<file path="src/rtl/eprom_rd_pkg.sv">
package eprom_rd_pkg;

  // whole cycles covering a time span, rounded up
  function automatic int cycCeil(input int tPs, input int clkPs);
    return (tPs + clkPs - 1) / clkPs;
  endfunction

  // control -> datapath strobes
  typedef struct packed {
    logic launch;   // latch address, switch chip selects, restart access count
    logic oeOn;     // drive shared output enable low
    logic capture;  // sample the bus, pulse rdValid, release output enable
  } ctlStrobes_t;

  // datapath -> control conditions
  typedef struct packed {
    logic oeWindow; // address old enough to open output enable
    logic gapFree;  // float delay since last strobe release has passed
    logic accDone;  // access time since launch met
    logic oeDone;   // output-enable time met
  } dpStatus_t;

endpackage

</file>
<file path="src/rtl/eprom_rd_ctrl.sv">
module eprom_rd_ctrl
  import eprom_rd_pkg::*;
(
  input  logic        clk,
  input  logic        rstN,
  input  logic        reqValid,
  input  dpStatus_t   stat,
  output logic        reqReady,
  output ctlStrobes_t strb
);

  typedef enum logic [1:0] {
    ST_IDLE  = 2'd0,
    ST_WAIT  = 2'd1,
    ST_DRIVE = 2'd2
  } rdState_t;

  rdState_t state, stateNext;

  always_comb begin
    stateNext    = state;
    strb         = '0;
    reqReady     = 1'b0;
    unique case (state)
      ST_IDLE: begin
        reqReady = 1'b1;
        if (reqValid) begin
          strb.launch = 1'b1;
          stateNext   = ST_WAIT;
        end
      end
      ST_WAIT: begin
        if (stat.oeWindow && stat.gapFree) begin
          strb.oeOn = 1'b1;
          stateNext = ST_DRIVE;
        end
      end
      ST_DRIVE: begin
        if (stat.accDone && stat.oeDone) begin
          strb.capture = 1'b1;
          stateNext    = ST_IDLE;
        end
      end
      default: stateNext = ST_IDLE;
    endcase
  end

  always_ff @(posedge clk) begin
    if (!rstN) state <= ST_IDLE;
    else       state <= stateNext;
  end

endmodule

</file>
<file path="src/rtl/eprom_rd_dp.sv">
module eprom_rd_dp
  import eprom_rd_pkg::*;
#(
  parameter int ADDR_W  = 17,
  parameter int DATA_W  = 8,
  parameter int NUM_DEV = 4,
  parameter int ACC_CYC = 18,
  parameter int OE_CYC  = 9,
  parameter int DF_CYC  = 8
) (
  input  logic                                 clk,
  input  logic                                 rstN,
  input  ctlStrobes_t                          strb,
  input  logic [ADDR_W-1:0]                    reqAddr,
  input  logic [DATA_W-1:0]                    memData,
  output logic [ADDR_W-$clog2(NUM_DEV)-1:0]    memAddr,
  output logic [NUM_DEV-1:0]                   memCeN,
  output logic                                 memOeN,
  output logic [DATA_W-1:0]                    rdData,
  output logic                                 rdValid,
  output dpStatus_t                            stat
);

  localparam int DEV_W   = $clog2(NUM_DEV);
  localparam int DEV_AW  = ADDR_W - DEV_W;
  localparam int OE_LEAD = (ACC_CYC > OE_CYC) ? ACC_CYC - OE_CYC : 0;
  localparam int DF_LD   = (DF_CYC > 0) ? DF_CYC - 1 : 0;
  localparam int ACC_W   = $clog2(ACC_CYC + 2);
  localparam int OE_W    = $clog2(OE_CYC + 2);
  localparam int GAP_W   = $clog2(DF_CYC + 2);

  localparam logic [ACC_W-1:0] ACC_MAX  = ACC_W'(ACC_CYC);
  localparam logic [ACC_W-1:0] LEAD_MIN = ACC_W'(OE_LEAD);
  localparam logic [OE_W-1:0]  OE_MAX   = OE_W'(OE_CYC);
  localparam logic [GAP_W-1:0] GAP_LOAD = GAP_W'(DF_LD);

  logic [DEV_W-1:0] reqDev, curDev;
  logic             ceOn;
  logic             ceRise;
  logic [ACC_W-1:0] addrAge;
  logic [OE_W-1:0]  oeAge;
  logic [GAP_W-1:0] gapCnt;

  assign reqDev = reqAddr[ADDR_W-1 -: DEV_W];
  // the currently selected chip is released when another one is chosen
  assign ceRise = strb.launch && ceOn && (reqDev != curDev);

  always_ff @(posedge clk) begin
    if (!rstN) begin
      curDev  <= '0;
      ceOn    <= 1'b0;
      memAddr <= '0;
    end else if (strb.launch) begin
      curDev  <= reqDev;
      ceOn    <= 1'b1;
      memAddr <= reqAddr[DEV_AW-1:0];
    end
  end

  // one registered select per device, decoded from the request
  for (genvar gi = 0; gi < NUM_DEV; gi++) begin : g_ce
    always_ff @(posedge clk) begin
      if (!rstN)            memCeN[gi] <= 1'b1;
      else if (strb.launch) memCeN[gi] <= (reqDev != DEV_W'(gi));
    end
  end

  always_ff @(posedge clk) begin
    if (!rstN)             memOeN <= 1'b1;
    else if (strb.capture) memOeN <= 1'b1;
    else if (strb.oeOn)    memOeN <= 1'b0;
  end

  // cycles elapsed since launch, seen value equals elapsed edges
  always_ff @(posedge clk) begin
    if (!rstN)                  addrAge <= '0;
    else if (strb.launch)       addrAge <= ACC_W'(1);
    else if (addrAge != ACC_MAX) addrAge <= addrAge + 1'b1;
  end

  always_ff @(posedge clk) begin
    if (!rstN)                          oeAge <= '0;
    else if (strb.oeOn)                 oeAge <= OE_W'(1);
    else if (!memOeN && oeAge != OE_MAX) oeAge <= oeAge + 1'b1;
  end

  // float gap: restarted by any strobe release
  always_ff @(posedge clk) begin
    if (!rstN)                         gapCnt <= '0;
    else if (ceRise || strb.capture)   gapCnt <= GAP_LOAD;
    else if (gapCnt != '0)             gapCnt <= gapCnt - 1'b1;
  end

  always_ff @(posedge clk) begin
    if (!rstN) begin
      rdData  <= '0;
      rdValid <= 1'b0;
    end else begin
      rdValid <= strb.capture;
      if (strb.capture) rdData <= memData;
    end
  end

  assign stat.oeWindow = (addrAge >= LEAD_MIN);
  assign stat.gapFree  = (gapCnt == '0);
  assign stat.accDone  = (addrAge >= ACC_MAX);
  assign stat.oeDone   = (oeAge >= OE_MAX);

endmodule

</file>
<file path="src/rtl/eprom_bank_rd.sv">
module eprom_bank_rd
  import eprom_rd_pkg::*;
#(
  parameter int ADDR_W   = 17,
  parameter int DATA_W   = 8,
  parameter int NUM_DEV  = 4,
  parameter int CLK_PS   = 4000,
  parameter int T_ACC_PS = 70000,
  parameter int T_OE_PS  = 35000,
  parameter int T_DF_PS  = 30000
) (
  input  logic                              clk,
  input  logic                              rstN,
  input  logic                              reqValid,
  input  logic [ADDR_W-1:0]                 reqAddr,
  output logic                              reqReady,
  output logic                              rdValid,
  output logic [DATA_W-1:0]                 rdData,
  output logic [ADDR_W-$clog2(NUM_DEV)-1:0] memAddr,
  output logic [NUM_DEV-1:0]                memCeN,
  output logic                              memOeN,
  input  logic [DATA_W-1:0]                 memData
);

  localparam int ACC_CYC = cycCeil(T_ACC_PS, CLK_PS);
  localparam int OE_CYC  = cycCeil(T_OE_PS, CLK_PS);
  localparam int DF_CYC  = cycCeil(T_DF_PS, CLK_PS);

  ctlStrobes_t strb;
  dpStatus_t   stat;

  eprom_rd_ctrl u_ctrl (
    .clk      (clk),
    .rstN     (rstN),
    .reqValid (reqValid),
    .stat     (stat),
    .reqReady (reqReady),
    .strb     (strb)
  );

  eprom_rd_dp #(
    .ADDR_W  (ADDR_W),
    .DATA_W  (DATA_W),
    .NUM_DEV (NUM_DEV),
    .ACC_CYC (ACC_CYC),
    .OE_CYC  (OE_CYC),
    .DF_CYC  (DF_CYC)
  ) u_dp (
    .clk     (clk),
    .rstN    (rstN),
    .strb    (strb),
    .reqAddr (reqAddr),
    .memData (memData),
    .memAddr (memAddr),
    .memCeN  (memCeN),
    .memOeN  (memOeN),
    .rdData  (rdData),
    .rdValid (rdValid),
    .stat    (stat)
  );

endmodule

</file>
<file path="config.mk">
export PLATFORM = sky130hd
export DESIGN_NAME = eprom_bank_rd
export DESIGN_NICKNAME = d
export VERILOG_FILES = /design/src/rtl/eprom_rd_pkg.sv /design/src/rtl/eprom_rd_ctrl.sv /design/src/rtl/eprom_rd_dp.sv /design/src/rtl/eprom_bank_rd.sv
export SDC_FILE = /design/constraint.sdc
export NUM_CORES = 1
export LEC_CHECK = 0
export ABC_AREA = 1
export BUFFER_PORTS_ARGS = -buffer_cell sky130_fd_sc_hd__buf_2
export CAP_MARGIN = 20
export CORE_ASPECT_RATIO = 0.5
export CORE_UTILIZATION = 51
export CTS_CLUSTER_SIZE = 25
export DETAILED_ROUTE_END_ITERATION = 7
export PLACE_DENSITY = 0.79
export SYNTH_ARGS = -nofsm -noshare
export SYNTH_HDL_FRONTEND = slang
export SYNTH_SLANG_ARGS = --single-unit
</file>
<file path="constraint.sdc">
create_clock -name clk -period 1.9 [get_ports clk]
set_clock_uncertainty 0.15 [all_clocks]
set_input_delay 0.095 -clock clk [delete_from_list [all_inputs] [get_ports clk]]
set_output_delay 0.095 -clock clk [all_outputs]
set_load 0.02 [all_outputs]
</file>
-- Word-level counts from Yosys, hierarchy flattened
Index checks and enable logic that the tools add are counted.
- bits in registers: 47
- input bits: 28
- output and inout bits: 30
- word-level logic and storage cells: 71
- $add $sub $neg: 3
- order comparisons: 3
- equal/unequal tests: 11
- muxes and demuxes: 17
- bitwise gates (word level): 1
- reduce and logical (&&, ||, !) cells: 19
- operators by type and width (cell ; number):
    $mux W1 ; 11
    $reduce_bool A2 Y1 ; 4
    $reduce_or A2 Y1 ; 4
    $mux W2 ; 3
    $mux W3 ; 2
    $ne A2 B1 Y1 const B ; 3
    $ne A2 B2 Y1 const B ; 3
    $pmux W2 S3 ; 1
    $add A5 B1 Y5 const B ; 1
    $ge A5 B4 Y1 const B ; 1
    $ge A5 B5 Y1 const B ; 1
    $logic_and A1 B1 Y1 ; 5
    $ne A5 B5 Y1 const B ; 1
    $add A4 B1 Y4 const B ; 1
    $ge A4 B4 Y1 const B ; 1
    $logic_not A4 Y1 ; 1
    $ne A4 B4 Y1 const B ; 1
    $reduce_bool A4 Y1 ; 1
    $sub A4 B1 Y4 const B ; 1
    $reduce_and A3 Y1 ; 1
    $eq A2 B1 Y1 const B ; 1
    $eq A2 B2 Y1 const B ; 1
    $logic_not A2 Y1 ; 1
    $ne A2 B2 Y1 ; 1
    other kinds (3) ; 3

-- Depth between registers and ports, before layout
Gate-level depths: netlist of run 1.
- word-level depth: 6
- gate-level depth with buffers: 9
- gate-level depth less buffers: 9

-- By module
From an unflattened synthesis of run 1, not the netlist that was laid out.
- cells, all modules: 254
- area total of the unflattened synthesis: 1993.2 sq um
- modules (own cells, without submodules) (module ; times used ; cells an instance ; area each (sq um) ; seq. area each (sq um)):
    eprom_rd_dp ; 1 ; 235 ; 1870.5 ; 900.9
    eprom_rd_ctrl ; 1 ; 19 ; 122.6 ; 40.0

-- Worst setup path after synthesis of run 1
Ideal clock, no wire load.
- path type: reg2reg
- start: reg u_dp.addrAge[0]
- end: reg u_dp.memOeN
- setup time: 0.134 ns
- arrival time: 1.172 ns
- required time: 1.616 ns
- setup slack: 0.444 ns
- stages on the path, launching flop included: 8
- path buffers: 1
- clock period less this slack: 1.456 ns
- cell sequence: dfxtp_1 -> inv_1 -> ha_1 -> nor2_1 -> nand2_2 -> nand4_4 -> buf_6 -> nand3_1
- longest elaborated chain between the ends: 5
- ends and longest elaborated chain (element ; line ; RTL):
    start: declaration ; eprom_rd_dp.sv:40 ; logic [ACC_W-1:0] addrAge;
    start signal: assignment ; eprom_rd_dp.sv:78 ; else if (addrAge != ACC_MAX) addrAge <= addrAge + 1'b1;
    $ge A5 B5 Y1 ; eprom_rd_dp.sv:106 ; assign stat.accDone = (addrAge >= ACC_MAX);
    $logic_and A1 B1 Y1 ; eprom_rd_ctrl.sv:39 ; if (stat.accDone && stat.oeDone) begin
    $mux W1 ; eprom_rd_ctrl.sv:39 ;
    $mux W1 ; eprom_rd_ctrl.sv:24 ; unique case (state)
    $reduce_or A2 Y1 (no source line) ; -- ;
    end signal: assignment ; eprom_rd_dp.sv:69 ; if (!rstN) memOeN <= 1'b1;
    end signal: assignment ; eprom_rd_dp.sv:70 ; else if (strb.capture) memOeN <= 1'b1;
    end signal: assignment ; eprom_rd_dp.sv:71 ; else if (strb.oeOn) memOeN <= 1'b0;
    end: declaration ; eprom_rd_dp.sv:18 ; output logic memOeN,
Several ways; a longest one is shown, not always the timed one.
A chain may end at the register's enable or synchronous reset.

-- Worst setup path in the final report of run 1
- start: reg u_ctrl.state[1]
- end: reg u_dp.memAddr[14]
- longest elaborated chain between the ends: 2
- ends and longest elaborated chain (element ; line ; RTL):
    start: declaration ; eprom_rd_ctrl.sv:18 ; rdState_t state, stateNext;
    start signal: assignment ; eprom_rd_ctrl.sv:50 ; else state <= stateNext;
    $logic_not A2 Y1 ; eprom_rd_ctrl.sv:24 ;
    $mux W1 ; eprom_rd_ctrl.sv:24 ;
    end signal: assignment ; eprom_rd_dp.sv:56 ; memAddr <= reqAddr[DEV_AW-1:0];
    end: declaration ; eprom_rd_dp.sv:16 ; output logic [ADDR_W-$clog2(NUM_DEV)-1:0] memAddr,
Every way passes these cells.

==> out/results.tsv, run 1 <==
stage	metric	value	unit
worst_hold_path	Worst Hold Class	register to register	
setup_path	peak fanout along the critical path	19	
die	Die W	90.16	um
setup_path	Worst setup EP type	register	
yosys	synthesized area	0.001982	mm^2
global_route	initial antenna violation count	0	
die	io pins	58	
timing	min Tclk post-route	1.831	ns
die	Die ar.	0.004155	mm^2
cells_and_area	Non-Filler Instances	394	
setup_path	Crit Reg-Reg Startpoint	u_ctrl.state[1]$_SDFFE_PN0P_	
global_route	GR Util All Layers	23.80	%
timing	Final Slew Violations	0	
timing	Fmax	546.1	MHz
die	effective utilization at floorplan	55.58	%
timing	TNS Setup	0	ns
global_route	global route total overflow	0	
setup_path	reg2reg setup slack	0.07	ns
run_status	outcome	completed	
timing	Worst-Margin Slew	0.4286	ns
clocking	clock tree buffer depth	2	
setup_path	startpoint type of the worst setup path	register	
clocking	Worst-path clk slew	0.08	ns
power	maximum vdd drop	0.4821	mV
setup_path	worst path cell trace	nor2_2, nand2_2, buf_6, o21ai_0, dlygate4sd3_1, nor2_1	
cells_and_area	diode count	0	
power	PwrDens	889.0	mW/mm^2
detailed_routing	vias per cell	4.982	
worst_hold_path	Hold Path Sink	u_dp.ceOn$_SDFFE_PN0N_	
clocking	TritonCTS buffer count	5	
placed_design	dpl hpwl	2785	um
timing	RSZ-0062 raised after global routing	no	
setup_path	slowest stage delay, CP	0.58	ns
clocking	Worst-Skew Late Latency	0.30	ns
worst_hold_path	Hold Crit Depth	2	
job	Max Cap Violations	0	
cells_and_area	register area	940.9	um^2
die	row cnt	15	
yosys	number of synthesized register bits	47	
clocking	htree depth	2	
placed_design	GPL Wtd Cong	0.8259	
yosys	Syn Inst Count	255	
setup_path	Crit Path Category	register to register	
detailed_routing	router iterations before antenna repair	4	
clocking	CTS sink cnt	47	
yosys	Netlist cell types	25	
setup_path	CP required	1.94	ns
power	Leakage	1.347	nW
detailed_routing	drt drc	0	
timing	hold_ws	0.3174	ns
placed_design	IO buf count	57	
detailed_routing	total routed wirelength	4643	um
detailed_routing	Post-DRT Antenna Nets	0	
timing	Final Hold Violating Endpoints	0	
clocking	root buf cell	clkbuf_8	
die	Core ar.	0.003566	mm^2
cells_and_area	layout cells sized above 1	21.87	%
cells_and_area	Fillers	250	
cells_and_area	Area growth syn-to-layout	36.62	%
detailed_routing	DR WL/cell	11.78	um
timing	max_slew headroom	71.13	%
placed_design	Post-Place Cells	358	
cells_and_area	Final nets	379	
global_route	largest net degree at the start of global routing	28	
setup_path	R2R depth	6	
die	chip height	46.08	um
setup_path	crit-path leading delay family	buffers and inverters	
setup_path	critical path arrival	1.88	ns
yosys	post-synthesis sequential area ratio	47.47	%
setup_path	worst flop-to-flop path endpoint	u_dp.memAddr[14]$_SDFFE_PN0N_	
clocking	CTS tree	yes	
global_route	first-pass GRT wire length	7493	um
setup_path	Slowest-stage cell, CP	dlygate4sd3_1	
global_route	vias in the first global route	1749	
detailed_routing	DRT iter0 DRCs	75	
detailed_routing	vias	1963	
setup_path	WP buf/inv	2	
yosys	Ys Warns	0	
yosys	post-synthesis area per instance	7.772	um^2
worst_hold_path	worst hold start	u_dp.ceOn$_SDFFE_PN0N_	
yosys	syn nets	291	
cells_and_area	area of the multi-input gates	900.9	um^2
timing	final setup fails	0	
timing	fin crit share	96.38	%
-- cell type report --
class / instances / share of cell area (%)
Clock inverter: 2 / 1.386
Inverter: 27 / 3.743
Multi-Input combinational cell: 174 / 33.27
Sequential cell: 47 / 34.75
Timing Repair Buffer: 88 / 21.95
Clock buffer: 5 / 2.542
Tap cell: 51 / 2.357
-- cells in the mapped netlist (all sizes together) --
cell | instances | area (um^2)
nand4 | 5 | 46.29
ha | 8 | 100.1
xor2 | 5 | 43.79
a21o | 1 | 7.510
o211ai | 1 | 7.510
dfxtp | 47 | 940.9
nor3 | 1 | 5.000
xnor2 | 4 | 35.03
nand2 | 46 | 177.7
a21oi | 12 | 60.06
o21ai | 19 | 95.09
clkbuf | 4 | 15.01
nand3 | 20 | 100.1
inv | 27 | 101.4
a211oi | 1 | 7.510
nor2 | 51 | 215.2
buf | 3 | 23.77
-- where the power goes --
part | total [mW] | switching (mW) | leakage, nW | internal [mW]
Combinational | 0.582 | 0.338 | 0.912 | 0.245
Sequential | 1.11 | 0.0447 | 0.385 | 1.07
Clock | 0.711 | 0.327 | 0.0502 | 0.385
Total | 2.41 | 0.709 | 1.35 | 1.70
-- flip-flops by register name (all words and copies together) (netlist names), 2 cells and up --
signal        flops
u_dp.memAddr     15
u_dp.rdData       8
u_dp.addrAge      5
u_dp.gapCnt       4
u_dp.memCeN       4
u_dp.oeAge        4
u_ctrl.state      2
u_dp.curDev       2
-- worst min-delay path, delay by kind of cell (launching register included) --
| family | cells | cell delay, ns |
|---|---|---|
| buffers and inverters | 1 | 0.06 |
| flip-flops | 1 | 0.30 |
| AO/OA/AOI/OAI | 1 | 0.06 |
-- layer usage --
metal	track usage, %	wire length (um)
met5	0	0
met4	8.387	104
met3	8.911	266
met2	43.51	2317
met1	26.72	1955
-- how the worst max path moves through the flow --
| stage | start | endpoint | slack, ns | depth (start not counted) |
|---|---|---|---|---|
| after detailed placement | u_dp.addrAge[1]$_SDFFE_PP0N_ | u_dp.rdData[5]$_SDFFE_PN0P_ | 0.30 | 7 |
| final | u_ctrl.state[1]$_SDFFE_PN0P_ | u_dp.memAddr[14]$_SDFFE_PN0N_ | 0.07 | 6 |
| after floorplan | u_dp.addrAge[0]$_SDFFE_PN0P_ | u_dp.memOeN$_SDFFE_PP1P_ | 0.44 | 7 |
| after global routing | u_ctrl.state[1]$_SDFFE_PN0P_ | u_dp.memAddr[14]$_SDFFE_PN0N_ | 0.01 | 6 |
| after global placement | u_dp.addrAge[1]$_SDFFE_PP0N_ | u_dp.rdData[6]$_SDFFE_PN0P_ | 0.34 | 7 |
| after CTS | u_ctrl.state[1]$_SDFFE_PN0P_ | u_dp.memAddr[14]$_SDFFE_PN0N_ | 0.11 | 6 |
-- what timing repair did --
action / 4_1_cts / 5_1_grt
endpoints found under the hold margin: 30 / 0
endpoints found under the setup margin: 0 / 2
setup buffers: 0 / 0
hold buffers: 29 / 0
gates resized for setup: 0 / 1
-- cell families (layout without fill, tap and decap cells) --
logic type | after synthesis | in the layout | share of synthesized area, %
compound gates | 34 | 34 | 8.965
xor+xnor | 9 | 9 | 3.977
fa+ha+maj | 8 | 8 | 5.051
buf+inv | 34 | 122 | 7.070
flops | 47 | 47 | 47.47
simple gates | 123 | 123 | 27.46
-- layout by cell type, fill, tap and decap left out, drive strengths merged --
cell,Yosys,layout
xor2,5,5
o211ai,1,1
clkbuf,4,5
buf,3,59
bufinv,0,1
nor3,1,1
nand4,5,5
nor2,51,51
dlygate4sd3,0,29
dfxtp,47,47
xnor2,4,4
nand2,46,46
clkinvlp,0,1
inv,27,27
a21o,1,1
ha,8,8
nand3,20,20
o21ai,19,19
a21oi,12,12
a211oi,1,1
-- metrics by stage --
stage | instance area [um^2] | setup WS (ns) | total power [mW] | utilization, %
detailed placement | 2307 | 0.2999 | 1.657 | 64.70
CTS | 2704 | 0.1083 | 2.411 | 75.82
floorplan | 1982 | 0.4442 | 1.526 | -
finish | 2708 | 0.06884 | 2.407 | 75.93
global placement | 2307 | 0.3394 | 1.637 | 64.70
global route | 2708 | 0.01237 | 2.557 | 75.93
Note: power is estimated with default switching activity, not from simulation.
==> inputs of run 2 (changes only) <==
--- a/config.mk
+++ b/config.mk
@@ -13,6 +13,7 @@
 export CTS_CLUSTER_SIZE = 25
 export DETAILED_ROUTE_END_ITERATION = 7
 export PLACE_DENSITY = 0.79
+export SETUP_SLACK_MARGIN = 0.2
 export SYNTH_ARGS = -nofsm -noshare
 export SYNTH_HDL_FRONTEND = slang
 export SYNTH_SLANG_ARGS = --single-unit
==> out/results.tsv, run 2 (synthesized netlist as in run 1, its figures left out) <==
stage	metric	value	unit	change
run_status	outcome	completed		
setup_path	reg2reg setup slack	0.33	ns	+0.27 ns
worst_hold_path	worst hold start	u_dp.ceOn$_SDFFE_PN0N_		
die	Die W	90.16	um	unchanged
clocking	clock tree buffer depth	2		unchanged
placed_design	dpl hpwl	2785	um	unchanged
setup_path	R2R depth	8		+2
placed_design	Post-Place Cells	358		unchanged
timing	min Tclk post-route	1.566	ns	-0.2652 ns
clocking	postcts setup bufs	0		unchanged
detailed_routing	router iterations before antenna repair	4		unchanged
detailed_routing	DR WL/cell	11.96	um	+1.5%
cells_and_area	Fillers	247		-1.2%
timing	final setup fails	0		unchanged
die	io pins	58		unchanged
global_route	GR Util All Layers	23.12	%	-0.68 points
timing	RSZ-0062 raised after global routing	no		
cells_and_area	biggest regs	u_dp.memAddr x15, u_dp.rdData x8, u_dp.addrAge x5		
die	row cnt	15		unchanged
cells_and_area	fin util	75.72	%	-0.21 points
setup_path	CP required	1.95	ns	about the same
detailed_routing	vias	1958		-0.25%
setup_path	Worst setup EP type	register		
worst_hold_path	Hold Crit Depth	2		unchanged
die	Die ar.	0.004155	mm^2	unchanged
global_route	largest net degree at the start of global routing	28		unchanged
power	maximum vdd drop	0.4838	mV	+0.34%
worst_hold_path	Worst Hold Class	register to register		
timing	max_slew headroom	70.96	%	-0.17 points
timing	fin crit share	82.42	%	-14 points
clocking	CTS sink cnt	47		unchanged
timing	hold_ws	0.3148	ns	-0.002547 ns
timing	Final Slew Violations	0		unchanged
global_route	global route total overflow	0		unchanged
detailed_routing	vias per cell	4.982		about the same
global_route	initial antenna violation count	0		unchanged
placed_design	IO buf count	57		unchanged
detailed_routing	DRT iter0 DRCs	89		+19%
cells_and_area	Largest register FFs	15		unchanged
placed_design	GPL Wtd Cong	0.8259		unchanged
setup_path	Crit Reg-Reg Startpoint	u_dp.addrAge[0]$_SDFFE_PN0P_		
detailed_routing	total routed wirelength	4702	um	+1.3%
detailed_routing	drt drc	0		unchanged
cells_and_area	layout cells sized above 1	23.10	%	+1.2 points
clocking	Worst-path clk slew	0.08	ns	about the same
cells_and_area	Largest Register	u_dp.memAddr		
worst_hold_path	Hold Path Sink	u_dp.ceOn$_SDFFE_PN0N_		
timing	TNS Setup	0	ns	unchanged
die	chip height	46.08	um	unchanged
cells_and_area	commonest cells after routing, fill and taps aside	57 x buf_2, 47 x nor2_1, 44 x nand2_1, 44 x dfxtp_1, 27 x dlygate4sd3_1		
detailed_routing	Post-DRT Antenna Nets	0		unchanged
timing	Fmax	638.6	MHz	+17%
clocking	root buf cell	clkbuf_8		
power	Leakage	1.350	nW	+0.17%
setup_path	startpoint type of the worst setup path	register		
cells_and_area	Non-Filler Instances	393		-0.25%
die	Core ar.	0.003566	mm^2	unchanged
cells_and_area	Final nets	378		-0.26%
cells_and_area	Area growth syn-to-layout	36.24	%	
clocking	Worst-Skew Late Latency	0.29	ns	about the same
die	effective utilization at floorplan	55.58	%	unchanged
cells_and_area	diode count	0		unchanged
timing	Final Hold Violating Endpoints	0		unchanged
power	PwrDens	890.5	mW/mm^2	+0.17%
timing	Worst-Margin Slew	0.4311	ns	+0.002506 ns
cells_and_area	most common cell after layout, fill and taps aside	buf_2		
setup_path	worst flop-to-flop path endpoint	u_dp.gapCnt[1]$_SDFFE_PN0P_		
setup_path	peak fanout along the critical path	7		-12
cells_and_area	register area	944.7	um^2	+0.40%
clocking	htree depth	2		unchanged
clocking	TritonCTS buffer count	5		unchanged
cells_and_area	area of the multi-input gates	913.4	um^2	+1.4%
setup_path	critical path arrival	1.62	ns	-0.26 ns
global_route	first-pass GRT wire length	7293	um	-2.7%
job	Max Cap Violations	0		unchanged
setup_path	Crit Path Category	register to register		
global_route	vias in the first global route	1696		-3.0%
clocking	CTS tree	yes		
[run 2: changes by cell type in the layout (fill, tap and decap cells not counted), sizes merged]
cell	delta
nand4	+1
dlygate4sd3	-2
[run 2: cell type report]
| class | count | area share [%] |
|---|---|---|
| clock buffer | 5 | 2.549 |
| clock inverter | 2 | 1.390 |
| inverter | 27 | 3.753 |
| multi-input combinational | 175 | 33.83 |
| sequential | 47 | 34.99 |
| tap | 51 | 2.363 |
| timing repair buffer | 86 | 21.13 |
[run 2: how the worst max path moves through the flow]
stage                                  from  cells after the start  slack, ns                          end
2_1_floorplan  u_dp.addrAge[0]$_SDFFE_PN0P_                      7       0.44     u_dp.memOeN$_SDFFE_PP1P_
3_3_place_gp   u_dp.addrAge[1]$_SDFFE_PP0N_                      7       0.34  u_dp.rdData[6]$_SDFFE_PN0P_
3_5_place_dp   u_dp.addrAge[1]$_SDFFE_PP0N_                      7       0.30  u_dp.rdData[5]$_SDFFE_PN0P_
4_1_cts        u_dp.addrAge[0]$_SDFFE_PN0P_                      8       0.26  u_dp.gapCnt[1]$_SDFFE_PN0P_
5_1_grt          u_dp.oeAge[1]$_SDFFE_PP0P_                      8       0.21   u_dp.oeAge[1]$_SDFFE_PP0P_
6_report       u_dp.addrAge[0]$_SDFFE_PN0P_                      8       0.33  u_dp.gapCnt[1]$_SDFFE_PN0P_
[run 2: repair_timing]
action	CTS	global route
resized for setup	0	3
setup endpoints to repair	0	13
hold endpoints to repair	30	0
hold buffers	27	0
[run 2: layer usage]
layer  GRT usage [%]  share of wire, %  vias up
li1                -                 -      987
met1           25.91                43      896
met2           42.90                49       63
met3           8.581               6.4       12
met4           7.097               2.0        0
met5               0                 0        -
[run 2: per-stage QoR]
step	instance area (um^2)	setup WS, ns	power (mW)
after floorplan	1982	0.4442	1.526
after global placement	2307	0.3394	1.637
after detailed placement	2307	0.2999	1.657
after CTS	2684	0.2602	2.407
after global routing	2700	0.2098	2.552
final	2700	0.3341	2.404
[run 2: critical path, stage by stage (launching register included)]
cell	delay (ns)
dfxtp_2	0.38
inv_1	0.08
ha_1	0.22
nor2_1	0.11
nand2_2	0.12
nand4_4	0.19
nand3_1	0.11
nand2_1	0.07
inv_1	0.04
[run 2: power breakdown]
part	internal, mW	total, mW	switching (mW)
logic	0.240	0.582	0.343
registers	1.07	1.11	0.0445
clock network	0.384	0.708	0.324
==> inputs of run 3 (changes only) <==
==> constraint.sdc (replaced) <==
create_clock -name clk -period 1.5 [get_ports clk]
set_clock_uncertainty 0.15 [all_clocks]
set_input_delay 0.075 -clock clk [delete_from_list [all_inputs] [get_ports clk]]
set_output_delay 0.075 -clock clk [all_outputs]
set_load 0.02 [all_outputs]
==> out/results.tsv, run 3 (synthesized netlist as in run 1, its figures left out) <==
stage	metric	value	unit	change
worst_hold_path	worst hold start	rstN		
cells_and_area	most common cell after layout, fill and taps aside	buf_2		
placed_design	dpl hpwl	3062	um	+9.9%
cells_and_area	diode count	0		unchanged
cells_and_area	area of the multi-input gates	0.001097	mm^2	+20%
timing	RSZ-0062 raised after global routing	yes		
timing	min Tclk post-route	1.557	ns	-0.008920 ns
run_status	failing checks	negative setup slack		
placed_design	GPL Wtd Cong	0.7952		-3.7%
detailed_routing	router iterations before antenna repair	5		+1
clocking	htree depth	2		unchanged
placed_design	Worst Setup Slack post-DPL	-0.005234	ns	-0.3052 ns
detailed_routing	DRT iter0 DRCs	158		+78%
timing	Worst-Margin Slew	0.3172	ns	-0.1139 ns
timing	Fmax	642.3	MHz	+0.57%
setup_path	Crit Path Category	register to register		
cells_and_area	Area growth syn-to-layout	53.79	%	
cells_and_area	layout cells sized above 1	36.77	%	+14 points
clocking	root buf cell	clkbuf_8		
cells_and_area	commonest cells after routing, fill and taps aside	57 x buf_2, 42 x nor2_1, 41 x dfxtp_1, 39 x nand2_1, 26 x dlygate4sd3_1		
timing	max_slew headroom	78.74	%	+7.8 points
global_route	GR Util All Layers	28.45	%	+5.3 points
worst_hold_path	Worst Hold Class	primary input to register		
die	Die W	90.16	um	unchanged
die	Core ar.	0.003566	mm^2	unchanged
die	Die ar.	0.004155	mm^2	unchanged
global_route	initial antenna violation count	0		unchanged
cells_and_area	register area	955.9	um^2	+1.2%
detailed_routing	vias	2185		+12%
die	chip height	46.08	um	unchanged
power	Leakage	1.465	nW	+8.5%
timing	fin crit share	103.8	%	+21 points
clocking	TritonCTS buffer count	5		unchanged
global_route	largest net degree at the start of global routing	19		-32%
worst_hold_path	Hold Crit Depth	3		+1
setup_path	Crit Reg-Reg Startpoint	u_dp.oeAge[1]$_SDFFE_PP0P_		
die	effective utilization at floorplan	55.58	%	unchanged
setup_path	worst flop-to-flop path endpoint	u_dp.oeAge[0]$_SDFFE_PN0P_		
clocking	Worst-Skew Late Latency	0.30	ns	about the same
setup_path	R2R depth	6		-2
timing	setup ws final	-0.05699	ns	-0.3911 ns
global_route	first-pass GRT wire length	8914	um	+22%
placed_design	DP Area	0.002375	mm^2	+2.9%
timing	TNS Setup	-0.09967	ns	-0.09967 ns
clocking	CTS sink cnt	47		unchanged
cells_and_area	Largest register FFs	15		unchanged
cells_and_area	biggest regs	u_dp.memAddr x15, u_dp.rdData x8, u_dp.addrAge x5		
setup_path	peak fanout along the critical path	4		-3
timing	Final Hold Violating Endpoints	0		unchanged
cells_and_area	Largest Register	u_dp.memAddr		
clocking	Worst-path clk slew	0.09	ns	about the same
detailed_routing	total routed wirelength	6576	um	+40%
die	row cnt	15		unchanged
placed_design	IO buf count	57		unchanged
cells_and_area	Fillers	167		-32%
power	PwrDens	1126	mW/mm^2	+26%
timing	final setup fails	3		+3
detailed_routing	drt drc	0		unchanged
global_route	vias in the first global route	1906		+12%
setup_path	CP required	1.54	ns	-0.41 ns
timing	Final Slew Violations	0		unchanged
run_status	outcome	finished, violations left		
setup_path	Worst setup EP type	register		
detailed_routing	DR WL/cell	16.04	um	+34%
setup_path	critical path arrival	1.59	ns	-0.03 ns
clocking	clock tree buffer depth	2		unchanged
job	Max Cap Violations	0		unchanged
global_route	global route total overflow	0		unchanged
power	total power	3.432	mW	+43%
cells_and_area	Final nets	394		+4.2%
detailed_routing	Post-DRT Antenna Nets	0		unchanged
worst_hold_path	Hold Path Sink	u_dp.memAddr[12]$_SDFFE_PN0N_		
power	maximum vdd drop	0.7952	mV	+64%
cells_and_area	design area	0.003048	mm^2	+13%
clocking	CTS tree	yes		
setup_path	startpoint type of the worst setup path	register		
detailed_routing	vias per cell	5.329		+7.0%
setup_path	reg2reg setup slack	-0.06	ns	-0.39 ns
die	io pins	58		unchanged
[run 3: changes by cell type in the layout (fill, tap and decap cells not counted), sizes merged]
cell	before	now
buf	59	75
clkbuf	5	6
clkinvlp	1	0
dlygate4sd3	27	26
inv	27	28
nor2	51	52
[run 3: worst max path at each step]
stage	start	to	slack [ns]	depth (start not counted)
after CTS	u_dp.oeAge[0]$_SDFFE_PN0P_	u_dp.rdData[4]$_SDFFE_PN0P_	0.06	7
after floorplan	u_dp.addrAge[0]$_SDFFE_PN0P_	u_dp.memOeN$_SDFFE_PP1P_	0.14	7
after global routing	u_dp.oeAge[1]$_SDFFE_PP0P_	u_dp.oeAge[1]$_SDFFE_PP0P_	-0.05	8
after detailed placement	u_dp.addrAge[0]$_SDFFE_PN0P_	u_dp.rdData[7]$_SDFFE_PN0P_	-0.005	8
after global placement	u_dp.oeAge[0]$_SDFFE_PN0P_	u_dp.rdData[3]$_SDFFE_PN0P_	0.05	7
final	u_dp.oeAge[1]$_SDFFE_PP0P_	u_dp.oeAge[0]$_SDFFE_PN0P_	-0.06	6
[run 3: final cells by class]
cell class | instances | share of cell area (%)
flip-flops and latches | 47 | 31.36
multi-input cells | 176 | 36.00
clock buffers | 6 | 2.709
well taps | 51 | 2.094
clock inverters | 2 | 1.273
inverters | 27 | 3.571
repair buffers | 101 | 22.99
[run 3: what timing repair did]
item                                    CTS  global route
hold buffers                             25             1
hold endpoints to repair                 28             1
endpoints found under the setup margin   25            42
pin swaps                                24            12
cloned                                    2             0
resized for setup                        28            28
setup buffers                             8             4
[run 3: critical path, stage by stage (launching register included)]
cell	delay (ns)
dfxtp_2	0.34
inv_2	0.08
ha_4	0.15
nand2_1	0.07
o21ai_2	0.26
xor2_1	0.28
a21oi_1	0.10
[run 3: power by group]
part	switching [mW]	internal, mW	leakage, nW	total (mW)
Combinational	0.598	0.402	1.01	1.00
Sequential	0.0772	1.35	0.388	1.43
Clock	0.452	0.549	0.0618	1.00
Total	1.13	2.30	1.46	3.43
[run 3: stage by stage]
stage	utilization (%)	hold WS [ns]	instances
final	85.47	0.02811	410
after detailed placement	66.60	0.1226	362
after floorplan	-	0.01965	255
after CTS	82.07	0.002385	405
after global routing	85.47	0.04162	410
after global placement	66.60	0.1207	362
[run 3: per-layer routing]
metal | GRT usage (%) | vias up | routed length [um]
met3 | 8.416 | 22 | 508
li1 | - | 1022 | -
met4 | 13.23 | 0 | 201
met1 | 32.18 | 1024 | 2657
met2 | 52.21 | 117 | 3209
met5 | 0 | - | 0
